$ cat config.mk
export PLATFORM = sky130hd
export DESIGN_NAME = keyed_wdog
export DESIGN_NICKNAME = d
export VERILOG_FILES = /design/src/rtl/wdog_pkg.sv /design/src/rtl/wdog_dp.sv /design/src/rtl/wdog_ctrl.sv /design/src/rtl/keyed_wdog.sv
export SDC_FILE = /design/constraint.sdc
export NUM_CORES = 1
export LEC_CHECK = 0
export BUFFER_PORTS_ARGS = -buffer_cell sky130_fd_sc_hd__buf_2
export CAP_MARGIN = 20
export CORE_MARGIN = 2
export CORE_UTILIZATION = 37
export CTS_BUF_LIST = sky130_fd_sc_hd__clkbuf_4 sky130_fd_sc_hd__clkbuf_8 sky130_fd_sc_hd__clkbuf_16
export CTS_CLUSTER_DIAMETER = 150
export CTS_CLUSTER_SIZE = 25
export DETAILED_ROUTE_END_ITERATION = 10
export PLACE_DENSITY = 0.62
export SYNTH_ARGS = -nofsm -noshare
export SYNTH_HDL_FRONTEND = slang
export SYNTH_HIERARCHICAL = 1
export SYNTH_SLANG_ARGS = --single-unit
$ cat constraint.sdc
create_clock -name clk -period 8.9 [get_ports clk]
set_input_delay 1.78 -clock clk [delete_from_list [all_inputs] [get_ports clk]]
set_output_delay 1.78 -clock clk [all_outputs]
set_load 0.05 [all_outputs]
$ cat src/rtl/wdog_pkg.sv
`timescale 1ns/1ps
package wdog_pkg;
  // control byte positions; software-visible, so fixed
  localparam int HOLD_BIT  = 7;
  localparam int NMI_BIT   = 6;
  localparam int IVL_BIT   = 5;
  localparam int CLR_BIT   = 4;
  localparam int KVNMI_BIT = 3;
  localparam int SRC_BIT   = 2;

  typedef struct packed {
    logic       hold;
    logic       nmiSel;
    logic       ivMode;
    logic       kvNmi;
    logic       srcSel;
    logic [1:0] tapSel;
  } wdogCfg_t;

  // strobes from control to datapath
  typedef struct packed {
    logic       clrCnt;
    logic       runEn;
    logic       srcSel;
    logic [1:0] tapSel;
  } wdogStrb_t;
endpackage

$ cat src/rtl/wdog_dp.sv
`timescale 1ns/1ps
module wdog_dp #(
  parameter int CNT_W    = 16,
  parameter int TAP_SLOW = 15,
  parameter int TAP_MID  = 13,
  parameter int TAP_LOW  = 9,
  parameter int TAP_FAST = 6
) (
  input  logic                clk,
  input  logic                rstN,
  input  logic                tickA,
  input  logic                tickB,
  input  wdog_pkg::wdogStrb_t strb,
  output logic                hit
);
  localparam logic [CNT_W-1:0] ONE = CNT_W'(1);

  logic [CNT_W-1:0] cnt;
  logic [CNT_W-1:0] lim;
  logic             adv;

  assign adv = (strb.srcSel ? tickB : tickA) && strb.runEn;

  always_comb begin
    case (strb.tapSel)
      2'b00:   lim = (ONE << TAP_SLOW) - ONE;
      2'b01:   lim = (ONE << TAP_MID)  - ONE;
      2'b10:   lim = (ONE << TAP_LOW)  - ONE;
      default: lim = (ONE << TAP_FAST) - ONE;
    endcase
  end

  assign hit = adv && (cnt == lim);

  always_ff @(posedge clk or negedge rstN) begin
    if (!rstN)            cnt <= '0;
    else if (strb.clrCnt) cnt <= '0;
    else if (hit)         cnt <= '0;
    else if (adv)         cnt <= cnt + ONE;
  end
endmodule

$ cat src/rtl/wdog_ctrl.sv
`timescale 1ns/1ps
module wdog_ctrl #(
  parameter logic [7:0] KEY      = 8'h5A,
  parameter logic [7:0] READ_TAG = 8'h69
) (
  input  logic                clk,
  input  logic                rstN,
  input  logic                wrEn,
  input  logic [15:0]         wrData,
  input  logic                rdSel,
  input  logic                hit,
  output wdog_pkg::wdogStrb_t strb,
  output logic [15:0]         rdData,
  output logic                sysRstReq,
  output logic                nmiReq,
  output logic                intIrq
);
  import wdog_pkg::*;

  wdogCfg_t cfg;
  logic     keyOk, keyBad, wantClr, expire, wdRst, kvRst;
  logic     toFlag, kvFlag, expFlag;

  assign keyOk   = wrEn && (wrData[15:8] == KEY);
  assign keyBad  = wrEn && !keyOk;
  assign wantClr = keyOk && wrData[CLR_BIT];
  assign expire  = hit && !keyBad && !wantClr;
  assign wdRst   = expire && !cfg.ivMode && !cfg.nmiSel;
  assign kvRst   = keyBad && !cfg.kvNmi;

  assign strb.clrCnt = keyBad || wantClr || wdRst;
  assign strb.runEn  = !cfg.hold;
  assign strb.srcSel = cfg.srcSel;
  assign strb.tapSel = cfg.tapSel;

  always_ff @(posedge clk or negedge rstN) begin
    if (!rstN) begin
      cfg       <= '0;
      sysRstReq <= 1'b0;
      nmiReq    <= 1'b0;
      intIrq    <= 1'b0;
      toFlag    <= 1'b0;
      kvFlag    <= 1'b0;
      expFlag   <= 1'b0;
    end else begin
      sysRstReq <= kvRst || wdRst;
      nmiReq    <= (keyBad && cfg.kvNmi) ||
                   (expire && !cfg.ivMode && cfg.nmiSel);
      intIrq    <= expire && cfg.ivMode;

      if (kvRst || wdRst) begin
        cfg <= '0;
      end else if (keyOk) begin
        cfg.hold   <= wrData[HOLD_BIT];
        cfg.nmiSel <= wrData[NMI_BIT];
        cfg.ivMode <= wrData[IVL_BIT];
        cfg.kvNmi  <= wrData[KVNMI_BIT];
        cfg.srcSel <= wrData[SRC_BIT];
        cfg.tapSel <= wrData[1:0];
      end

      if (keyBad) begin
        kvFlag <= 1'b1;
        toFlag <= 1'b0;
      end else if (wdRst) begin
        toFlag <= 1'b1;
        kvFlag <= 1'b0;
      end else if (keyOk) begin
        toFlag  <= 1'b0;
        kvFlag  <= 1'b0;
        expFlag <= 1'b0;
      end else if (expire) begin
        expFlag <= 1'b1;
      end
    end
  end

  always_comb begin
    if (rdSel)
      rdData = {READ_TAG, 5'b0, expFlag, kvFlag, toFlag};
    else
      rdData = {READ_TAG, cfg.hold, cfg.nmiSel, cfg.ivMode, 1'b0,
                cfg.kvNmi, cfg.srcSel, cfg.tapSel};
  end
endmodule

$ cat src/rtl/keyed_wdog.sv
`timescale 1ns/1ps
module keyed_wdog #(
  parameter int         CNT_W    = 16,
  parameter int         TAP_SLOW = 15,
  parameter int         TAP_MID  = 13,
  parameter int         TAP_LOW  = 9,
  parameter int         TAP_FAST = 6,
  parameter logic [7:0] KEY      = 8'h5A,
  parameter logic [7:0] READ_TAG = 8'h69
) (
  input  logic        clk,
  input  logic        rstN,
  input  logic        tickA,
  input  logic        tickB,
  input  logic        wrEn,
  input  logic [15:0] wrData,
  input  logic        rdSel,
  output logic [15:0] rdData,
  output logic        sysRstReq,
  output logic        nmiReq,
  output logic        intIrq
);
  wdog_pkg::wdogStrb_t strb;
  logic                hit;

  wdog_ctrl #(.KEY(KEY), .READ_TAG(READ_TAG)) u_ctrl (
    .clk(clk), .rstN(rstN), .wrEn(wrEn), .wrData(wrData), .rdSel(rdSel),
    .hit(hit), .strb(strb), .rdData(rdData), .sysRstReq(sysRstReq),
    .nmiReq(nmiReq), .intIrq(intIrq)
  );

  wdog_dp #(.CNT_W(CNT_W), .TAP_SLOW(TAP_SLOW), .TAP_MID(TAP_MID),
            .TAP_LOW(TAP_LOW), .TAP_FAST(TAP_FAST)) u_dp (
    .clk(clk), .rstN(rstN), .tickA(tickA), .tickB(tickB),
    .strb(strb), .hit(hit)
  );
endmodule

== Word level (Yosys, flattened, before mapping) ==
Index checks and enable logic that the tools add are counted.

* Bits in registers: 29
* Word-level logic and storage cells: 65
* Output and inout bits: 19

* Add/sub/neg operators: 1
* Reductions and logical operators: 30
* Mux-type cells: 15
* Equality and inequality tests: 4
* Bitwise logic cells: 2

{| class="wikitable"
|+ Operator list
! cell !! count
|-
| $mux W16 || 3
|-
| $pmux W15 S3 || 1
|-
| $add A16 B1 Y16 const B || 1
|-
| $eq A16 B15 Y1 || 1
|-
| $mux W7 || 2
|-
| $logic_and A1 B1 Y1 || 13
|-
| $eq A8 B7 Y1 const B || 1
|-
| $mux W1 || 8
|-
| $mux W8 || 1
|-
| $logic_not A1 Y1 || 7
|-
| $reduce_bool A3 Y1 || 2
|-
| $logic_or A1 B1 Y1 || 4
|-
| $reduce_bool A2 Y1 || 2
|-
| $reduce_and A3 Y1 || 1
|-
| $eq A2 B1 Y1 const B || 1
|-
| $eq A2 B2 Y1 const B || 1
|-
| $logic_not A2 Y1 || 1
|-
| $not A1 Y1 || 2
|}

== Depth between registers and ports, before layout ==
Gate-level depths: netlist of the first run.

* Word-level depth: 11
* Depth in mapped cells: 13
* Gate-level depth less buffers: 10

== Hierarchy ==
The synthesis of the first run kept the hierarchy.

{| class="wikitable"
|+ By module, submodules not included
! module !! area each (µm²) !! cells an instance !! times used !! seq. area each (µm²)
|-
| wdog_dp || 1,039.7 || 116 || 1 || 400.4
|-
| wdog_ctrl || 863.3 || 79 || 1 || 325.3
|}

== Worst setup path before layout of the first run ==
Ideal clock, no wire load.

* Path kind: in2out
* Start point: input port rdSel
* End point: output port rdData[3]
* Data arrival time: 2.469 ns
* Path slack: 4.651 ns
* Stages: 1
* Required time: 7.120 ns
* Path buffers: 0
* Cells stage by stage: nor2b_1

* Longest elaborated chain between the ends: 1

{| class="wikitable"
|+ RTL lines
! what !! RTL line !! source
|-
| start: declaration || keyed_wdog.sv:17 || <nowiki>input logic rdSel,</nowiki>
|-
| $mux W8 || wdog_ctrl.sv:79 || <nowiki>if (rdSel)</nowiki>
|-
| end: declaration || keyed_wdog.sv:18 || <nowiki>output logic [15:0] rdData,</nowiki>
|}

No other way between the ends.

== Final worst setup path of the first run ==
* Start point: input port rdSel
* End point: output port rdData[0]

Same word-level chain as after synthesis.

==> impl_metrics.toml, run 1 <==
[place]
routabilityCongestion = 0.7899
portBuffers = 31
dp.cells = 284
hpwl_um = 2948

[cts]
clock_latency_ps = 280
cts_buffer_depth = 2
cts-root-buf = "clkbuf_8"
hold_buffers = 0
cts.clk_slew.worst_paths_ps = 60
h-tree-depth = 2
cts.sinks = 29
cts_tree = "done"
cts_setup_buffers = 0
cts_made_buffers = 5
cts_resized = 0

[run_status]
status = "completed"

[power_and_ir_drop]
pwr-share-clk_pct = 43.9
leakage_nw = 0.9553
report.power.total_w = 0.0002957
combPwrFrac_pct = 10.7
seqPwrFrac_pct = 45.4
p_switching_w = 0.00007299
ir_worst_vdd_mv = 0.07961
power.density_nw_per_um2 = 138.5
p_int_w = 0.0002227
p_sw_share_pct = 24.68

[setup_path]
crit_path_end_kind = "primary output"
cpMostUsedCell = "buf_2"
crit_path_max_fanout = 7
path_class = "primary input to primary output"
slowest_delay_ps = 360
crit_chain = "buf_2 -> mux2_2 -> buf_2"
arrival_ps = 2530
slowest_stage = "mux2_2"
crit_required_ps = 7120
crit_path_start_kind = "primary input"

[logic_synthesis]
async_reset_ff_share_pct = 100.0
synth_ff_type = "dfrtp_1"
yosysUniqueCellTypes = 55
syn-cell-area_um2 = 1903
seq_area_frac_synth_pct = 38.13
synth_edf_count = 0
avgSynthCellArea_um2 = 9.759
yosys_warnings = 6
synth_seq_cells = 29
synthCells = 195

[floorplanning]
design.core.area_um2 = 5042
die_x_um = 75.72
start_util_pct = 37.74
row_count = 26
dieHeight_um = 75.72
die-area_um2 = 5733
ios = 41

[grt]
grt_first_pass_wirelength_um = 6651
gr-total-overflow = 0
grt_max_degree = 30
grt_pass1_vias = 1357
antenna_found_initial = 0
grt_util_all_layers_pct = 15.71

[timing]
relSlewSlack_pct = 56.54
setup_viol = 0
hold_violations = 0
final.period_utilization_pct = 48.41
fmax_mhz = 232.1
worst_slew_pin_slew_ps = 651.9
fin_skew_ps = 4.407
setup_tns_ps = 0
rsz0062_at_grt = "false"
fin_hold_ws_ps = 524.0
drv_slew = 0
period_minus_slack_ps = 4308

[detailed_routing]
vias_per_cell = 5.086
drt-wirelength-per-cell_um = 13.60
drt-pass1-iter-count = 4
wirelength_um = 3958
via_count = 1480
drcViolationCount = 0
drtIter0Drc = 129
ant_nets = 0

[layout]
area_delta_synth_final_pct = 12.23
post-route-util_pct = 42.36
drive_above_1_share_pct = 28.05
layout_common_cells = "buf_2, dfrtp_1, nand2_1"
diodes = 0
fillers = 501
mostFrequentLayoutCell = "buf_2"
stdcell_count = 291
num-nets-final = 244

[job]
cap_violations = 0

[hold_path]
hold_path.class = "flop to flop"
-- layout make-up --
class	instances	area, um^2	share of cell area (%)
Inverter	3	11.26	0.5272
Tap cell	70	87.58	4.101
Multi-Input combinational cell	151	1052	49.27
Clock inverter	2	35.03	1.640
Timing Repair Buffer	31	155.1	7.264
Clock buffer	5	68.82	3.222
Sequential cell	29	725.7	33.98
-- cell usage after synthesis, drive strengths merged (3+ instances only) --
library cell   n  area (um^2)
a211oi         3        32.53
a21oi          8        40.04
a31oi          4        25.02
buf           17        132.6
dfrtp         29        725.7
inv            3        11.26
mux2           4        45.04
mux2i          6        60.06
nand2         21        78.83
nand3         13        70.07
nand3b         3        22.52
nand4          4        37.53
nor2          22        87.58
nor2b          4        25.02
o21ai          8        43.79
xnor2          4        35.03
-- logic make-up after synthesis --
kind of cell	share of synthesized area, %
and+or+nand+nor	28.01
xor gates and xnor gates	2.761
buffers and inverters	7.955
adders and majority gates	0.6574
DFF	38.13
other	0.3946
muxes	5.523
AOI/OAI and AO/OA	16.57
-- path summary, 6_finish.rpt --
check	depth (start not counted)	to	start	slack, ps
worst max-delay path	3	rdData[0]	rdSel	4590
worst min register to register	2	u_ctrl/cfg[6]$_DFFE_PN0P_	u_ctrl/cfg[6]$_DFFE_PN0P_	520
max in group asynchronous	1	u_ctrl/strb[2]$_DFFE_PN0P_	rstN	6960
min in group asynchronous	1	u_dp/cnt[11]$_DFFE_PN0P_	rstN	1520
worst min-delay path	2	u_ctrl/cfg[6]$_DFFE_PN0P_	u_ctrl/cfg[6]$_DFFE_PN0P_	520
worst max register to register	10	u_dp/cnt[15]$_DFFE_PN0P_	u_ctrl/strb[1]$_DFFE_PN0P_	5330
-- through the flow --
step	instance area, um^2	worst slack, ps
after CTS	2136	4578
after floorplan	1929	4651
final	2136	4592
after global placement	2032	4529
after detailed placement	2032	4447
after global routing	2136	4428
-- metal layers --
metal | part of all wire [%] | vias to the layer above | global-route usage (%)
li1 | - | 732 | -
met1 | 49 | 708 | 21.45
met2 | 47 | 35 | 24.44
met3 | 3.8 | 5 | 4.365
met4 | 0.35 | 0 | 4.678
met5 | 0 | - | 0
-- flip-flops by register name, summed over array words and instances (netlist names) --
signal	cells
u_dp/cnt	16
u_ctrl/sysRstReq	1
u_ctrl/nmiReq	1
u_ctrl/toFlag	1
u_ctrl/strb	3
u_ctrl/kvFlag	1
u_ctrl/expFlag	1
u_ctrl/cfg	4
u_ctrl/intIrq	1
-- power by group through the flow --
| stage | clock network, W | registers (W) | logic (W) |
|---|---|---|---|
| 4_1_cts | 0.000134 | 0.000134 | 0.0000322 |
| 3_5_place_dp | 0 | 0.000136 | 0.0000321 |
| 5_1_grt | 0.000140 | 0.000134 | 0.0000347 |
| 6_report | 0.000130 | 0.000134 | 0.0000317 |
| 3_3_place_gp | 0 | 0.000137 | 0.0000316 |
| 2_1_floorplan | 0 | 0.000137 | 0.0000237 |
-- critical path, delay by kind of cell --
family,cells,cell delay [ps]
buffers and inverters,2,390
muxes,1,360
No activity file was read; power rests on OpenSTA's default activity.
==> run 2: changes to the inputs <==
Settings changed: ABC_AREA set to 1, PLACE_DENSITY 0.62 to 0.61.
Clock period 8.9 ns to 4.1 ns, I/O delays scaled along.
==> impl_metrics.toml, run 2 <==
[run_status]
status = "completed"

[cts]
cts-root-buf = "clkbuf_8"
cts_tree = "done"
cts_resized = 0
clock_latency_ps = 280
cts.clk_slew.worst_paths_ps = 70
cts.sinks = 29
hold_buffers = 0
cts_made_buffers = 5
h-tree-depth = 2
cts_buffer_depth = 2
cts_setup_buffers = 0

[layout]
mostFrequentLayoutCell = "nand2_1"
num-nets-final = 330
drive_above_1_share_pct = 25.97
post-route-util_pct = 43.09
finalInstanceArea_um2 = 2344
regMostFlops = "u_dp/cnt"
largest_register_ffs = 16
diodes = 0
area_delta_synth_final_pct = 14.28
layout_common_cells = "nand2_1, inv_1, buf_2"

[setup_path]
crit_path_start_kind = "primary input"
slowest_stage = "nor4_1"
critical-path-top-delay-family = "simple AND/OR/NAND/NOR gates"
cp_num_buf_inv = 5
crit_chain = "buf_2 -> inv_1 -> nand2_1 -> nand2_1 -> nor2_4 -> nand2_1 -> nor4_1 -> inv_1 -> a21oi_4 -> nand4_4 -> nand3_1 -> bufinv_8 -> nand2_2 -> inv_1 -> nor2_1 -> xnor2_1 -> nor2_2"
crit_path_end_kind = "flop"
slowest_delay_ps = 250
crit_required_ps = 4270
path_class = "primary input to flop"
crit_path_max_fanout = 17
arrival_ps = 2970

[timing]
fin_skew_ps = 8.413
period_minus_slack_ps = 2801
fin_hold_ws_ps = 521.2
worst_slew_pin_slew_ps = 646.5
rsz0062_at_grt = "false"
drv_slew = 0
relSlewSlack_pct = 56.90
setup_viol = 0
fmax_mhz = 357.0
setup_tns_ps = 0
hold_violations = 0
final.period_utilization_pct = 68.31

[grt]
grt_first_pass_wirelength_um = 7548
grt_pass1_vias = 1787
grt_util_all_layers_pct = 15.46
antenna_found_initial = 0
grt_max_degree = 30
gr-total-overflow = 0

[logic_synthesis]
yosys.area.top_type = "dfrtp_1"
ys_top_cells_by_area = "dfrtp_1, nand2_1, inv_1"
synth_xor_xnor_area_share_pct = 2.990
async_reset_ff_share_pct = 100.0
synth_ff_type = "dfrtp_1"
synth_mux_area_share_pct = 0
syn-cell-area_um2 = 2051
yosys_warnings = 6
netlist_top_cells_count = "nand2_1, inv_1, dfrtp_1"
yosysUniqueCellTypes = 34
synth_edf_count = 0
synth_compound_area_share_pct = 6.284
synth_top_area_share_pct = 35.39
synth_fa_ha_area_share_pct = 0.6101
synthCells = 277
synth_top_family_by_area = "simple AND/OR/NAND/NOR gates"
avgSynthCellArea_um2 = 7.403
seq_area_frac_synth_pct = 35.39
synth_simple_gate_area_share_pct = 39.78
yosysMostFrequentCell = "nand2_1"
synth_seq_cells = 29

[detailed_routing]
drcViolationCount = 0
drt-pass1-iter-count = 4
wirelength_um = 4254
ant_nets = 0
via_count = 1777
drt-wirelength-per-cell_um = 11.19
drtIter0Drc = 100
vias_per_cell = 4.676

[power_and_ir_drop]
leakage_nw = 1.096
power.density_nw_per_um2 = 308.9
ir_worst_vdd_mv = 0.1590
report.power.total_w = 0.0007239

[floorplanning]
start_util_pct = 37.70
die-area_um2 = 6154
die_x_um = 78.45
dieHeight_um = 78.45
row_count = 27
design.core.area_um2 = 5439
ios = 41

[place]
hpwl_um = 3271
dpl_cell_area_um2 = 2210
portBuffers = 31
routabilityCongestion = 0.8667

[hold_path]
hold_path.class = "flop to flop"

[job]
cap_violations = 0
[run 2: power breakdown]
group	total, W	internal [W]	switching [W]	leakage, nW
Sequential	0.000293	0.000290	0.00000285	0.394
Clock	0.000352	0.000241	0.000111	0.0681
Combinational	0.0000784	0.0000196	0.0000589	0.634
Total	0.000724	0.000551	0.000173	1.10
[run 2: layer usage]
| layer | global-route usage (%) | wire length, um | up-vias |
|---|---|---|---|
| met1 | 17.91 | 1946 | 824 |
| li1 | - | - | 898 |
| met4 | 6.140 | 59 | 0 |
| met2 | 27.24 | 2049 | 45 |
| met5 | 0 | 0 | - |
| met3 | 3.908 | 199 | 10 |
[run 2: through the flow]
stage	instances	worst slack, ps
floorplan	284	1158
global placement	372	1082
detailed placement	372	1007
CTS	380	1306
global route	380	1039
finish	380	1299
[run 2: worst reg2reg max path: stages, from the launching register on]
cell and delay [ps]:
dfrtp_1 390, ha_1 240, nand3_2 120, nor2_4 160
nand3b_1 90, nor4_1 220, inv_1 110, a21oi_4 180
nand4_4 140, nand3_1 100, bufinv_8 200, nand2_2 260
inv_1 120, nor2_1 130, xnor2_1 140, nor2_2 40
[run 2: cell type report]
cell class              instances  area [um^2]
fillers                       562         3095
repair buffers                 31        155.1
clock buffers                   5        68.82
well taps                      72        90.09
flip-flops and latches         29        725.7
multi-input cells             194         1052
clock inverters                 3        65.06
inverters                      46        186.4
[run 2: cells by family (layout without fill, tap and decap cells)]
kind of cell / Yosys count / count (layout)
buffers and inverters: 61 / 85
and+or+nand+nor: 155 / 155
adders and majority gates: 1 / 1
AOI/OAI and AO/OA: 22 / 22
xor gates and xnor gates: 7 / 7
other: 2 / 9
DFF: 29 / 29
[run 2: path summary, 6_finish.rpt]
| kind | depth (start not counted) | slack [ps] | endpoint | startpoint |
|---|---|---|---|---|
| min reg2reg | 2 | 520 | u_ctrl/kvFlag$_DFFE_PN0P_ | u_ctrl/kvFlag$_DFFE_PN0P_ |
| max reg2reg | 15 | 1350 | u_dp/cnt[7]$_DFFE_PN0P_ | u_dp/cnt[1]$_DFFE_PN0P_ |
| min | 2 | 520 | u_ctrl/kvFlag$_DFFE_PN0P_ | u_ctrl/kvFlag$_DFFE_PN0P_ |
| max in group asynchronous | 1 | 3120 | u_dp/cnt[4]$_DFFE_PN0P_ | rstN |
| min in group asynchronous | 1 | 560 | u_dp/cnt[13]$_DFFE_PN0P_ | rstN |
| max | 17 | 1300 | u_dp/cnt[7]$_DFFE_PN0P_ | tickB |
